<file path="src/rtl/alarm_match_unit.sv">
module alarm_match_unit #(
  parameter int SS_W  = 15,
  parameter int FLD_W = 8,
  parameter int WD_W  = 3,
  parameter int LVL_W = 4
) (
  input  logic             clk,
  input  logic             rst_n,
  input  logic             tick,
  input  logic [FLD_W-1:0] cur_sec,
  input  logic [FLD_W-1:0] cur_min,
  input  logic [FLD_W-1:0] cur_hour,
  input  logic             cur_pm,
  input  logic [FLD_W-1:0] cur_date,
  input  logic [WD_W-1:0]  cur_wday,
  input  logic [SS_W-1:0]  cur_subsec,
  input  logic             cfg_we,
  input  logic [FLD_W-1:0] cfg_sec,
  input  logic [FLD_W-1:0] cfg_min,
  input  logic [FLD_W-1:0] cfg_hour,
  input  logic             cfg_pm,
  input  logic [FLD_W-1:0] cfg_day,
  input  logic             cfg_wday_sel,
  input  logic [3:0]       cfg_mask,
  input  logic [SS_W-1:0]  cfg_ss,
  input  logic [LVL_W-1:0] cfg_ss_lvl,
  input  logic             alm_en,
  input  logic             irq_en,
  input  logic             flag_clr,
  input  logic             pin_active_low,
  output logic             alarm_flag,
  output logic             alarm_irq,
  output logic             wr_ok,
  output logic             alarm_pin
);

  localparam logic [SS_W:0] ONE = 1;

  logic [FLD_W-1:0] a_sec, a_min, a_hour, a_day;
  logic             a_pm, a_wsel;
  logic [3:0]       a_msk;
  logic [SS_W-1:0]  a_ss;
  logic [LVL_W-1:0] a_lvl;
  logic             en_d;

  always_ff @(posedge clk or negedge rst_n)
    if (!rst_n) begin
      a_sec <= '0; a_min <= '0; a_hour <= '0; a_day <= '0;
      a_pm  <= 1'b0; a_wsel <= 1'b0; a_msk <= '0;
      a_ss  <= '0; a_lvl <= '0;
    end else if (cfg_we && wr_ok) begin
      a_sec <= cfg_sec; a_min <= cfg_min; a_hour <= cfg_hour; a_day <= cfg_day;
      a_pm  <= cfg_pm; a_wsel <= cfg_wday_sel; a_msk <= cfg_mask;
      a_ss  <= cfg_ss; a_lvl <= cfg_ss_lvl;
    end

  always_ff @(posedge clk or negedge rst_n)
    if (!rst_n) begin
      en_d  <= 1'b0;
      wr_ok <= 1'b1;
    end else begin
      en_d  <= alm_en;
      wr_ok <= !alm_en && !en_d;
    end

  logic [SS_W:0]   ss_span;
  logic [SS_W-1:0] ss_bits;
  logic            m_sec, m_min, m_hour, m_day, m_ss, hit;

  assign ss_span = (ONE << a_lvl) - ONE;
  assign ss_bits = ss_span[SS_W-1:0];

  assign m_sec  = a_msk[0] || (a_sec == cur_sec);
  assign m_min  = a_msk[1] || (a_min == cur_min);
  assign m_hour = a_msk[2] || ((a_hour == cur_hour) && (a_pm == cur_pm));
  assign m_day  = a_msk[3] || (a_wsel ? (a_day[WD_W-1:0] == cur_wday)
                                      : (a_day == cur_date));
  assign m_ss   = ((a_ss ^ cur_subsec) & ss_bits) == '0;
  assign hit    = tick && alm_en && m_sec && m_min && m_hour && m_day && m_ss;

  always_ff @(posedge clk or negedge rst_n)
    if (!rst_n)        alarm_flag <= 1'b0;
    else if (hit)      alarm_flag <= 1'b1;
    else if (flag_clr) alarm_flag <= 1'b0;

  assign alarm_irq = alarm_flag && irq_en;
  assign alarm_pin = alarm_flag ^ pin_active_low;


  flag_source_chk: assert property (@(posedge clk) disable iff (!rst_n)
    $rose(alarm_flag) |-> $past(tick && alm_en));

  flag_hold_chk: assert property (@(posedge clk) disable iff (!rst_n)
    alarm_flag && !flag_clr |=> alarm_flag);

  flag_clear_chk: assert property (@(posedge clk) disable iff (!rst_n)
    flag_clr && !tick |=> !alarm_flag);

  wr_block_chk: assert property (@(posedge clk) disable iff (!rst_n)
    alm_en |=> !wr_ok);

  wr_release_chk: assert property (@(posedge clk) disable iff (!rst_n)
    $fell(alm_en) ##1 !alm_en |=> wr_ok);

  cfg_lock_chk: assert property (@(posedge clk) disable iff (!rst_n)
    cfg_we && !wr_ok |=> $stable(a_ss) && $stable(a_sec) && $stable(a_msk) && $stable(a_lvl));

endmodule

</file>
<file path="config.mk">
export PLATFORM = sky130hd
export DESIGN_NAME = alarm_match_unit
export DESIGN_NICKNAME = d
export VERILOG_FILES = /design/src/rtl/alarm_match_unit.sv
export SDC_FILE = /design/constraint.sdc
export NUM_CORES = 1
export LEC_CHECK = 0
export BUFFER_PORTS_ARGS = -buffer_cell sky130_fd_sc_hd__buf_2
export CORE_UTILIZATION = 49
export CTS_CLUSTER_DIAMETER = 50
export DETAILED_ROUTE_END_ITERATION = 10
export PLACE_DENSITY = 0.81
export SLEW_MARGIN = 40
export SYNTH_ARGS = -nofsm -noshare
export SYNTH_HDL_FRONTEND = slang
export SYNTH_SLANG_ARGS = --single-unit
</file>
<file path="constraint.sdc">
create_clock -name clk -period 2.9 [get_ports clk]
set_input_delay 0.145 -clock clk [delete_from_list [all_inputs] [get_ports clk]]
set_output_delay 0.145 -clock clk [all_outputs]
set_load 0.02 [all_outputs]
</file>
==> impl_metrics.env <==
export IMPL_rsz0062_at_grt="no"
export IMPL_antenna_cells=0
export IMPL_ant_nets=0
export IMPL_die_h_um=80.6
export IMPL_h_tree_depth=3
export IMPL_critPathLaunchType="register"
export IMPL_first_pass_iters=4
export IMPL_total_power_mw=2.35
export IMPL_cap_violations=0
export IMPL_setup_slack_ns=0.523
export IMPL_core_rowCount=28
export IMPL_fin_skew_ns=0.00528
export IMPL_relSlewSlack_pct=54.2
export IMPL_async_flop_share_pct=100
export IMPL_syn_to_final_growth_pct=28.4
export IMPL_dp_hpwl_mm=5.01
export IMPL_p_per_area_nw_per_um2=605
export IMPL_yosysWarnings=0
export IMPL_cts_sinks=60
export IMPL_status="finished, final reports clean"
export IMPL_clk_latency_ns=0.33
export IMPL_p_leak_nw=1.83
export IMPL_via_per_inst=5.15
export IMPL_cts_made_buffers=9
export IMPL_clock_path_buffers=2
export IMPL_cts_root_buf="clkbuf_8"
export IMPL_timing_fmax_ghz=0.421
export IMPL_clk_pin_slew_worst_paths_ns=0.07
export IMPL_placement_setup_worst_slack_ns=0.576
export IMPL_hp_class="input pin to register"
export IMPL_fin_nets=475
export IMPL_critPathCaptureType="register"
export IMPL_grt_ovfl_total=0
export IMPL_peakVddDrop_v=0.000456
export IMPL_crit_type="register to register"
export IMPL_portBuffers=119
export IMPL_gp_congestion=0.898
export IMPL_drive_gt1_share_pct=54.4
export IMPL_die_area_um2=6500
export IMPL_synth_edf_count=0
export IMPL_synth_area_per_cell_um2=12.9
export IMPL_synth_seq_area_share_pct=49.6
export IMPL_wl_per_cell_um=14.8
export IMPL_finalHoldViolCount=0
export IMPL_fin_tns_setup_ns=0
export IMPL_drtIter0Drc=127
export IMPL_syn_area_um2=3030
export IMPL_coreArea_um2=5960
export IMPL_track_usage_pct=21.1
export IMPL_synth_cell_types=37
export IMPL_cp_max_fo=13
export IMPL_fillers=507
export IMPL_start_util_pct=50.9
export IMPL_setup_viol=0
export IMPL_chipWidth_um=80.6
export IMPL_grt_pass1_wl_mm=10.1
export IMPL_final_max_slew_viol_count=0
export IMPL_worstPathRequired_ns=3.17
export IMPL_period_needed_ns=2.38
export IMPL_cts_tree="done"
export IMPL_finalWirelength_mm=6.49
export IMPL_grt_max_degree=33
export IMPL_first_global_vias=2311
export IMPL_remaining_drc_errors=0
export IMPL_synth_seq_cells=60
export IMPL_holdWs_ns=0.0435
export IMPL_finalCritPeriodShare_pct=82.0
export IMPL_worst_pin_slew_ns=0.684
export IMPL_synth_fp_nets=352
export IMPL_crit_arrival_ns=2.65
export IMPL_grt_antenna_before_repair=0
export IMPL_io_pins=120
export IMPL_synth_ff_type="dfrtp_1"
export IMPL_via_count=2250
export IMPL_postCtsSetupBuffers=0
export IMPL_finalCoreUtilization_pct=65.3
export IMPL_syn_inst=235
worst max-delay path: stages, from the launching register on:
cell      delay, ns
dfrtp_1        0.55
nor2_4         0.19
nand2_1        0.10
ha_1           0.32
nor4b_1        0.20
a41o_1         0.23
a222oi_1       0.36
and3_1         0.22
a32o_1         0.14
worst paths after layout:
| check | from | to | slack, ns | cells after the start |
|---|---|---|---|---|
| min | cfg_day[0] | a_day[0] | 0.04 | 2 |
| min reg2reg | en_d | wr_ok | 0.37 | 1 |
| max reg2reg | a_lvl[2] | alarm_flag | 0.52 | 8 |
| max in group asynchronous | rst_n | wr_ok | 1.61 | 3 |
| min in group asynchronous | rst_n | a_hour[7] | 0.39 | 2 |
| max | a_lvl[2] | alarm_flag | 0.52 | 8 |
report_power, final:
group | switching [mW] | total, mW | internal [mW]
combinational | 0.205 | 0.522 | 0.317
clock | 0.310 | 0.708 | 0.398
sequential | 0.133 | 1.12 | 0.990
state kept, by name, summed over array words and instances, names as in the netlist:
name / flops
a_ss: 15
a_pm: 1
alarm_flag: 1
a_sec: 8
a_hour: 8
wr_ok: 1
a_min: 8
en_d: 1
a_wsel: 1
a_day: 8
a_lvl: 4
a_msk: 4
cell families (layout without fill, tap and decap cells):
family	after synthesis	after routing	share of synthesized area, %
AND/OR/NAND/NOR	28	28	5.49
XOR/XNOR	54	54	15.6
adder cells (fa/ha/maj)	1	1	0.413
buffers and inverters	12	139	2.31
multiplexers	57	57	21.2
AO/OA/AOI/OAI	23	23	5.37
flip-flops	60	60	49.6
layer usage:
layer  GRT usage, %  part of all wire, %  up-vias
li1               -                    -     1080
met1           22.1                   38     1061
met2           36.8                   51       93
met3           9.89                  9.4       16
met4           7.68                  2.5        0
met5              0                    0        -
repair_timing:
action | CTS | global route
hold endpoints to repair | 30 | 0
hold buffers | 2 | 0
gates resized for setup | 0 | 0
cells in the mapped netlist, drive strengths merged (2+ instances only):
library cell,instances,area (um2)
nand2,6,22.5
buf,8,55.1
nor4b,2,23.8
mux2,57,642
a21oi,5,25.0
nor4,5,31.3
xor2,31,272
nor3,3,15.0
a31oi,2,12.5
dfrtp,59,1480
xnor2,23,201
nand4,3,18.8
nor2,4,22.5
a221oi,3,26.3
clkbuf,3,11.3
o21ai,5,28.8
layout make-up:
type	count	area [um2]	share of cell area, %
Multi-Input combinational cell	163	1460	37.5
Clock inverter	1	5.00	0.129
Timing Repair Buffer	123	643	16.5
Tap cell	75	93.8	2.41
Clock buffer	14	183	4.70
Inverter	1	3.75	0.0965
Sequential cell	60	1500	38.6
placed cells by master (no fill, tap or decap), types with 2 or more instances in the layout:
cell             n
dfrtp_1         59
nand4_1          3
xor2_1          31
o21ai_0          4
buf_2          119
nor3_1           3
nor4_1           5
nand2_1          5
nor2_1           3
xnor2_1         23
a21oi_1          5
dlygate4sd3_1    2
mux2_2          57
a31oi_1          2
a221oi_1         3
clkbuf_8        13
stage by stage:
stage | std cells | area, um2
6_report | 437 | 3890
5_1_grt | 437 | 3890
3_3_place_gp | 420 | 3680
4_1_cts | 437 | 3890
3_5_place_dp | 420 | 3680
2_1_floorplan | 235 | 3030
Note: power is estimated with default switching activity, not from simulation.
